===== src/rtl/pwr_seq_pkg.sv =====
package pwr_seq_pkg;
   typedef enum logic [2:0] {
      PH_OFF     = 3'd0,
      PH_UP_ARM  = 3'd1,
      PH_UP_WAIT = 3'd2,
      PH_UP_GAP  = 3'd3,
      PH_ON      = 3'd4,
      PH_DN_ARM  = 3'd5,
      PH_DN_WAIT = 3'd6,
      PH_DN_GAP  = 3'd7
   } phase_t;
endpackage


===== src/rtl/pwr_seq_counter.sv =====
module pwr_seq_counter #(
   parameter int W = 12
) (
   input  logic         clk,
   input  logic         rst_n,
   input  logic         clr,
   input  logic         inc,
   output logic [W-1:0] cnt
);
   localparam logic [W-1:0] MAXV = '1;

   initial begin : chk_par
      assert (W >= 1) else $error("counter width must be positive");
   end

   always_ff @(posedge clk or negedge rst_n) begin
      if (!rst_n)
         cnt <= '0;
      else if (clr)
         cnt <= '0;
      else if (inc && cnt != MAXV)
         cnt <= cnt + 1'b1;
   end
endmodule


===== src/rtl/pwr_seq_slot_dec.sv =====
module pwr_seq_slot_dec #(
   parameter int N_CHAN = 4,
   parameter int N_SLOT = 4,
   localparam int SW = $clog2(N_SLOT)
) (
   input  logic [N_CHAN*SW-1:0] slot_sel,
   input  logic [SW-1:0]        cur,
   output logic [N_CHAN-1:0]    memb
);
   initial begin : chk_par
      assert (N_SLOT >= 2 && (1 << SW) == N_SLOT)
         else $error("position count must be a power of two, at least 2");
   end

   for (genvar i = 0; i < N_CHAN; i++) begin : g_ch
      assign memb[i] = (slot_sel[i*SW +: SW] == cur);
   end
endmodule


===== src/rtl/pwr_seq_fsm.sv =====
module pwr_seq_fsm
   import pwr_seq_pkg::*;
#(
   parameter int N_CHAN = 4,
   parameter int N_SLOT = 4,
   parameter int DLY_W  = 12,
   parameter int TMO_W  = 12,
   localparam int SW    = $clog2(N_SLOT),
   localparam int CW    = (DLY_W > TMO_W) ? DLY_W : TMO_W
) (
   input  logic              clk,
   input  logic              rst_n,
   input  logic              pwr_req,
   input  logic              trip,
   input  logic              trip_hard,
   input  logic              drain_wait,
   input  logic [DLY_W-1:0]  up_gap,
   input  logic [DLY_W-1:0]  dn_gap,
   input  logic [TMO_W-1:0]  up_tmo,
   input  logic [N_CHAN-1:0] memb,
   input  logic [N_CHAN-1:0] in_reg,
   input  logic [N_CHAN-1:0] drained,
   input  logic [CW-1:0]     cnt,
   output logic              cnt_clr,
   output logic              cnt_inc,
   output logic              slot_set,
   output logic              slot_clr,
   output logic              all_clr,
   output phase_t            phase,
   output logic [SW-1:0]     cur,
   output logic              seq_err
);
   localparam int CW1 = CW + 1;
   localparam logic [SW-1:0] TOP = SW'(N_SLOT - 1);

   phase_t        ph_n;
   logic [SW-1:0] cur_n;
   logic          lock;
   logic          err_set;
   logic          all_up, all_dn, empty, last, first, abort, hard;
   logic [CW1-1:0] cnt_p1, upg_w, dng_w, tmo_w;

   initial begin : chk_par
      assert (N_CHAN >= 1 && DLY_W >= 1 && TMO_W >= 1)
         else $error("channel count and widths must be positive");
   end

   assign all_up = ((in_reg & memb) == memb);
   assign all_dn = !drain_wait || ((drained & memb) == memb);
   assign empty  = (memb == '0);
   assign last   = (cur == TOP);
   assign first  = (cur == '0);
   assign hard   = trip && trip_hard;
   assign abort  = !pwr_req || trip;
   assign cnt_p1 = {1'b0, cnt} + 1'b1;
   assign upg_w  = CW1'(up_gap);
   assign dng_w  = CW1'(dn_gap);
   assign tmo_w  = CW1'(up_tmo);

   always_comb begin
      ph_n     = phase;
      cur_n    = cur;
      cnt_clr  = 1'b0;
      cnt_inc  = 1'b0;
      slot_set = 1'b0;
      slot_clr = 1'b0;
      all_clr  = 1'b0;
      err_set  = 1'b0;
      unique case (phase)
         PH_OFF: begin
            if (pwr_req && !lock && !trip) begin
               ph_n  = PH_UP_ARM;
               cur_n = '0;
            end
         end
         PH_UP_ARM: begin
            if (abort)
               ph_n = PH_DN_ARM;
            else if (empty) begin
               if (last) ph_n = PH_ON;
               else      cur_n = cur + 1'b1;
            end else begin
               slot_set = 1'b1;
               cnt_clr  = 1'b1;
               ph_n     = PH_UP_WAIT;
            end
         end
         PH_UP_WAIT: begin
            if (abort)
               ph_n = PH_DN_ARM;
            else if (all_up) begin
               if (last)
                  ph_n = PH_ON;
               else if (up_gap == '0) begin
                  ph_n  = PH_UP_ARM;
                  cur_n = cur + 1'b1;
               end else begin
                  ph_n    = PH_UP_GAP;
                  cnt_clr = 1'b1;
               end
            end else if ({1'b0, cnt} >= tmo_w) begin
               err_set = 1'b1;
               ph_n    = PH_DN_ARM;
            end else
               cnt_inc = 1'b1;
         end
         PH_UP_GAP: begin
            if (abort)
               ph_n = PH_DN_ARM;
            else if (cnt_p1 >= upg_w) begin
               ph_n  = PH_UP_ARM;
               cur_n = cur + 1'b1;
            end else
               cnt_inc = 1'b1;
         end
         PH_ON: begin
            if (abort) ph_n = PH_DN_ARM;
         end
         PH_DN_ARM: begin
            if (empty) begin
               if (first) ph_n = PH_OFF;
               else       cur_n = cur - 1'b1;
            end else begin
               slot_clr = 1'b1;
               cnt_clr  = 1'b1;
               ph_n     = PH_DN_WAIT;
            end
         end
         PH_DN_WAIT: begin
            if (all_dn) begin
               if (first)
                  ph_n = PH_OFF;
               else if (dn_gap == '0) begin
                  ph_n  = PH_DN_ARM;
                  cur_n = cur - 1'b1;
               end else begin
                  ph_n    = PH_DN_GAP;
                  cnt_clr = 1'b1;
               end
            end
         end
         PH_DN_GAP: begin
            if (cnt_p1 >= dng_w) begin
               ph_n  = PH_DN_ARM;
               cur_n = cur - 1'b1;
            end else
               cnt_inc = 1'b1;
         end
         default: ph_n = PH_OFF;
      endcase
      if (hard) begin
         ph_n     = PH_OFF;
         cur_n    = '0;
         slot_set = 1'b0;
         slot_clr = 1'b0;
         all_clr  = 1'b1;
         err_set  = 1'b0;
      end
   end

   always_ff @(posedge clk or negedge rst_n) begin
      if (!rst_n) begin
         phase   <= PH_OFF;
         cur     <= '0;
         lock    <= 1'b0;
         seq_err <= 1'b0;
      end else begin
         phase <= ph_n;
         cur   <= cur_n;
         if (trip || err_set)
            lock <= 1'b1;
         else if (!pwr_req)
            lock <= 1'b0;
         if (err_set)
            seq_err <= 1'b1;
         else if (!pwr_req)
            seq_err <= 1'b0;
      end
   end

   AST_WAIT_HOLDS: assert property (@(posedge clk) disable iff (!rst_n)
      (phase == PH_UP_WAIT && !all_up) |=> !(phase inside {PH_UP_GAP, PH_UP_ARM, PH_ON}));
   AST_UP_STEP: assert property (@(posedge clk) disable iff (!rst_n)
      (phase == PH_UP_ARM && $past(phase) == PH_UP_GAP) |-> (cur == SW'($past(cur) + 1'b1)));
   AST_DN_STEP: assert property (@(posedge clk) disable iff (!rst_n)
      (phase == PH_DN_ARM && $past(phase) == PH_DN_GAP) |-> (cur == SW'($past(cur) - 1'b1)));
   AST_TMO_BOUND: assert property (@(posedge clk) disable iff (!rst_n)
      (phase == PH_UP_WAIT && $stable(up_tmo)) |-> ({1'b0, cnt} <= tmo_w));
   AST_LOCK_OFF: assert property (@(posedge clk) disable iff (!rst_n)
      (phase == PH_OFF && lock) |=> (phase == PH_OFF));
endmodule


===== src/rtl/pwr_seq_chan_reg.sv =====
module pwr_seq_chan_reg #(
   parameter int N_CHAN = 4
) (
   input  logic              clk,
   input  logic              rst_n,
   input  logic              slot_set,
   input  logic              slot_clr,
   input  logic              all_clr,
   input  logic [N_CHAN-1:0] memb,
   input  logic [N_CHAN-1:0] cmd_on,
   input  logic [N_CHAN-1:0] cmd_off,
   output logic [N_CHAN-1:0] chan_req
);
   logic [N_CHAN-1:0] seq_v, nxt;

   always_comb begin
      seq_v = chan_req;
      if (slot_set) seq_v = seq_v | memb;
      if (slot_clr) seq_v = seq_v & ~memb;
      nxt = (seq_v | cmd_on) & ~cmd_off;
      if (all_clr) nxt = '0;
   end

   always_ff @(posedge clk or negedge rst_n) begin
      if (!rst_n) chan_req <= '0;
      else        chan_req <= nxt;
   end

   AST_HARD_CLR: assert property (@(posedge clk) disable iff (!rst_n)
      all_clr |=> (chan_req == '0));
   AST_CMD_OFF: assert property (@(posedge clk) disable iff (!rst_n)
      ((|cmd_off) && !all_clr) |=> ((chan_req & $past(cmd_off)) == '0));
   AST_CMD_ON: assert property (@(posedge clk) disable iff (!rst_n)
      ((|(cmd_on & ~cmd_off)) && !all_clr) |=> ((chan_req & $past(cmd_on & ~cmd_off)) == $past(cmd_on & ~cmd_off)));
endmodule


===== src/rtl/pwr_seq_top.sv =====
module pwr_seq_top
   import pwr_seq_pkg::*;
#(
   parameter int N_CHAN  = 4,
   parameter int N_SLOT  = 4,
   parameter int DLY_W   = 12,
   parameter int TMO_W   = 12,
   localparam int SW     = $clog2(N_SLOT),
   localparam int STAT_W = 2*N_CHAN + SW + 3
) (
   input  logic                clk,
   input  logic                rst_n,
   input  logic                pwr_req,
   input  logic [N_CHAN*SW-1:0] slot_sel,
   input  logic [DLY_W-1:0]    up_gap,
   input  logic [DLY_W-1:0]    dn_gap,
   input  logic [TMO_W-1:0]    up_tmo,
   input  logic                drain_wait,
   input  logic                trip_hard,
   input  logic                trip,
   input  logic [N_CHAN-1:0]   cmd_on,
   input  logic [N_CHAN-1:0]   cmd_off,
   input  logic [N_CHAN-1:0]   in_reg,
   input  logic [N_CHAN-1:0]   drained,
   output logic [N_CHAN-1:0]   chan_req,
   output logic                seq_err,
   output logic [STAT_W-1:0]   stat_word
);
   localparam int CW = (DLY_W > TMO_W) ? DLY_W : TMO_W;

   logic [SW-1:0]     cur;
   logic [N_CHAN-1:0] memb;
   logic [CW-1:0]     cnt;
   logic              cnt_clr, cnt_inc, slot_set, slot_clr, all_clr;
   phase_t            phase;

   pwr_seq_slot_dec #(.N_CHAN(N_CHAN), .N_SLOT(N_SLOT)) u_dec (
      .slot_sel (slot_sel),
      .cur      (cur),
      .memb     (memb)
   );

   pwr_seq_counter #(.W(CW)) u_cnt (
      .clk   (clk),
      .rst_n (rst_n),
      .clr   (cnt_clr),
      .inc   (cnt_inc),
      .cnt   (cnt)
   );

   pwr_seq_fsm #(.N_CHAN(N_CHAN), .N_SLOT(N_SLOT), .DLY_W(DLY_W), .TMO_W(TMO_W)) u_fsm (
      .clk        (clk),
      .rst_n      (rst_n),
      .pwr_req    (pwr_req),
      .trip       (trip),
      .trip_hard  (trip_hard),
      .drain_wait (drain_wait),
      .up_gap     (up_gap),
      .dn_gap     (dn_gap),
      .up_tmo     (up_tmo),
      .memb       (memb),
      .in_reg     (in_reg),
      .drained    (drained),
      .cnt        (cnt),
      .cnt_clr    (cnt_clr),
      .cnt_inc    (cnt_inc),
      .slot_set   (slot_set),
      .slot_clr   (slot_clr),
      .all_clr    (all_clr),
      .phase      (phase),
      .cur        (cur),
      .seq_err    (seq_err)
   );

   pwr_seq_chan_reg #(.N_CHAN(N_CHAN)) u_chan (
      .clk      (clk),
      .rst_n    (rst_n),
      .slot_set (slot_set),
      .slot_clr (slot_clr),
      .all_clr  (all_clr),
      .memb     (memb),
      .cmd_on   (cmd_on),
      .cmd_off  (cmd_off),
      .chan_req (chan_req)
   );

   assign stat_word = {phase, cur, in_reg, chan_req};

   AST_ON_TOP: assert property (@(posedge clk) disable iff (!rst_n)
      (phase == PH_ON) |-> (cur == SW'(N_SLOT - 1)));
endmodule


===== config.mk =====
export PLATFORM = sky130hd
export DESIGN_NAME = pwr_seq_top
export DESIGN_NICKNAME = d
export VERILOG_FILES = /design/src/rtl/pwr_seq_pkg.sv /design/src/rtl/pwr_seq_counter.sv /design/src/rtl/pwr_seq_slot_dec.sv /design/src/rtl/pwr_seq_fsm.sv /design/src/rtl/pwr_seq_chan_reg.sv /design/src/rtl/pwr_seq_top.sv
export SDC_FILE = /design/constraint.sdc
export NUM_CORES = 1
export LEC_CHECK = 0
export BUFFER_PORTS_ARGS = -buffer_cell sky130_fd_sc_hd__buf_2
export CORE_MARGIN = 2
export CORE_UTILIZATION = 53
export DETAILED_ROUTE_END_ITERATION = 6
export MAX_ROUTING_LAYER = met4
export PLACE_DENSITY = 0.9
export SYNTH_ARGS = -nofsm -noshare
export SYNTH_HDL_FRONTEND = slang
export SYNTH_SLANG_ARGS = --single-unit

===== constraint.sdc =====
create_clock -name clk -period 4.1 [get_ports clk]
set_input_delay 0.41 -clock clk [delete_from_list [all_inputs] [get_ports clk]]
set_output_delay 0.41 -clock clk [all_outputs]
set_load 0.05 [all_outputs]

==> summary.md <==
| Metric | Value |
|---|---|
| Floorplan row count | 26 |
| Share of power burned in registers | 29.6% |
| Post-route ant nets | 0 |
| Gate power share | 58.8% |
| Slew Limit Fails | 0 |
| Layout area overhead | 15.1% |
| Setup crit start kind | flop |
| Worst Path Required | 4.25 ns |
| GRT overflow | 0 |
| Int Pwr | 582 uW |
| Net Sw Power | 619 uW |
| Yosys warning total | 0 |
| DIE WIDTH | 77.1 um |
| Yosys top cell area share | 20.3% |
| Routed wire length | 7290 um |
| Die Area | 5950 um2 |
| CTS buffer count | 3 |
| Layout Skew | 0.00342 ns |
| Cts repair resizes | 0 |
| CTS tree | built |
| Nets@finish | 531 |
| Clock share of power | 11.6% |
| Synthesized area per cell | 7.94 um2 |
| IO buf count | 83 |
| Pwr Total | 1.20 mW |
| Leak | 1.75 nW |
| Filler cells | 487 |
| Placer congestion estimate | 0.934 |
| DR vias/cell | 5.82 |
| Post-synth ARST share | 100% |
| Largest fanout on the critical path | 8 |
| Depth of the CTS H-tree | 1 |
| Hpwl dp | 6070 um |
| Min Clock Period, post-route | 3.68 ns |
| All-Layer GR Usage | 25.2% |
| Via count | 2887 |
| Non-Filler Instances | 496 |
| IO Count | 84 |
| Root Driver | clkbuf_8 |
| Final setup viols | 0 |
| Clock-pin slew on the worst setup and hold paths | 0.08 ns |
| Core area | 5140 um2 |
| First-pass GRT wire length | 12200 um |
| TNS Setup | 0 ns |
| Vias in the first global route | 2864 |
| Maximum vdd ir drop | 0.289 mV |
| Peak Freq | 0.272 GHz |
| Die H | 77.1 um |
| Placed insts | 492 |
| Power density over the cells | 368 nW/um2 |
| Post-DP Area | 3220 um2 |
| Drt wl/cell | 14.7 um |
| Slew @ Worst Pin | 0.725 ns |
| DRC viols | 0 |
| Post-Syn Instances | 357 |
| WS Path Type | reg -> reg |
| Slew headroom | 50.4% |
| Register area share after synthesis | 20.3% |
| Starting DRT DRC Count | 179 |
| Hold Path Class | in -> async |
| DRT Pass-1 Iters | 5 |
| Initial Utilization | 55.2% |
| Final instance area | 3260 um2 |
| Endpoint arrival time on the critical path | 3.83 ns |
| Post-synth top cells | inv_1 (43), ha_1 (38), nor2_1 (24) |
| Proportion of layout cells with a drive suffix above 1 | 26.1% |
| Post-synth top flop | dfrtp_1 |
| RSZ-0062 raised after global routing | no |
| Crit. End Element | flop |
| Largest net degree at the start of global routing | 24 |
| Distinct cell type count after synthesis | 58 |
| Syn nets | 461 |
| Post-synth EDFFs | 0 |
| Clock sink total | 23 |
| Register bit total from synthesis | 23 |
| Hold buffers post-CTS | 0 |
| Max Cap Viol | 0 |
| Fin. Hold Viols | 0 |
| Synth area leader | dfrtp_1 |
| Count leader, synth | inv_1 |
| Setup Fix Bufs, Post-CTS | 0 |
| Worst-skew pair later-pin latency | 0.27 ns |
| Synth top area cells | dfrtp_1 (20%), ha_1 (17%), inv_1 (5.7%) |
| Sw frac | 51.5% |
| Synthesized area | 2840 um2 |
| Antenna cell count | 0 |
| Period utilization | 89.7% |
| Antenna violations before repair | 0 |
| Outcome | complete, no violations |
| CTS Buffer Depth | 2 |
flip-flops by register name, summed over array words and instances, names as in the netlist:
| name | cells |
|---|---|
| u_chan.chan_req | 4 |
| u_fsm.seq_err | 1 |
| u_fsm.phase | 3 |
| u_fsm.cur | 2 |
| u_cnt.cnt | 12 |
| u_fsm.lock | 1 |
layout by cell type, fill, tap and decap left out, drive strengths merged, types with 2 or more instances in the layout:
master and instances:
buf 83, inv 43, ha 38, nor2 25, dfrtp 23, nand2 21
o21ai 20, a21oi 20, nor3 20, nand3 12, xor2 12, nor4 11
a31oi 8, o221ai 7, nand2b 7, or2 7, a21o 7, o211ai 6
a22o 5, and2 4, or3 4, nand4 4, a2111oi 3, nor2b 3
clkbuf 3, mux2 2, a2bb2oi 2, nor3b 2, and4 2, and3 2
o41ai 2, a211oi 2
worst max-delay path, cell delays in order, from the launching register on:
cell	delay [ns]
dfrtp_1	0.44
nand3_1	0.25
nor4_1	0.40
xor2_1	0.32
ha_1	0.33
a21o_1	0.16
a2111oi_0	0.39
o211ai_1	0.25
o22ai_1	0.58
a211oi_2	0.14
mux2_2	0.31
worst paths after layout:
kind / from / end / slack, ns / cells after the start
worst max register to register: u_cnt.cnt[3]$_DFFE_PN0P_ / u_fsm.phase[0]$_DFFE_PN0P_ / 0.42 / 10
worst max-delay path: u_cnt.cnt[3]$_DFFE_PN0P_ / u_fsm.phase[0]$_DFFE_PN0P_ / 0.42 / 10
worst min register to register: u_fsm.seq_err$_DFFE_PN0P_ / u_fsm.seq_err$_DFFE_PN0P_ / 0.48 / 2
min in group clk: cmd_off[2] / u_chan.chan_req[2]$_DFF_PN0_ / 0.30 / 2
worst min-delay path: rst_n / u_fsm.cur[1]$_DFFE_PN0P_ / 0.11 / 1
max in group asynchronous: rst_n / u_fsm.seq_err$_DFFE_PN0P_ / 3.65 / 1
through the flow:
step	worst slack, ns	util, %	hold WS [ns]
3_5_place_dp	0.464	62.6	0.404
2_1_floorplan	1.01	-	0.114
4_1_cts	0.460	63.5	0.116
5_1_grt	0.115	63.5	0.146
3_3_place_gp	0.659	62.6	0.397
6_report	0.422	63.5	0.107
power groups by stage:
stage | registers (mW) | clock network (mW) | logic (mW)
2_1_floorplan | 0.368 | 0 | 0.542
3_3_place_gp | 0.357 | 0 | 0.683
3_5_place_dp | 0.357 | 0 | 0.697
4_1_cts | 0.352 | 0.141 | 0.699
5_1_grt | 0.362 | 0.146 | 0.780
6_report | 0.356 | 0.139 | 0.705
layout make-up:
| type | instances | area [um2] | share of cell area, % |
|---|---|---|---|
| clock buffers | 3 | 41.3 | 1.27 |
| clock inverters | 1 | 5.00 | 0.153 |
| inverters | 43 | 161 | 4.95 |
| multi-input cells | 273 | 1980 | 60.6 |
| flip-flops and latches | 23 | 576 | 17.6 |
| well taps | 70 | 87.6 | 2.68 |
| repair buffers | 83 | 415 | 12.7 |
layer usage:
metal | global-route usage [%] | part of all wire (%)
met5 | - | 0
met4 | 5.89 | 0.81
met3 | 3.65 | 7.8
met2 | 47.0 | 51
met1 | 28.0 | 40
logic make-up (layout without fill, tap and decap cells):
group / count (synthesis) / count (layout) / share of synthesized area (%)
DFF: 23 / 23 / 20.3
adders and majority gates: 38 / 38 / 16.8
and+or+nand+nor: 126 / 126 / 24.1
muxes: 3 / 3 / 1.15
AOI/OAI and AO/OA: 93 / 93 / 22.4
buffers and inverters: 61 / 130 / 9.97
xor gates and xnor gates: 13 / 13 / 5.34
Note: power is estimated with default switching activity, not from simulation.
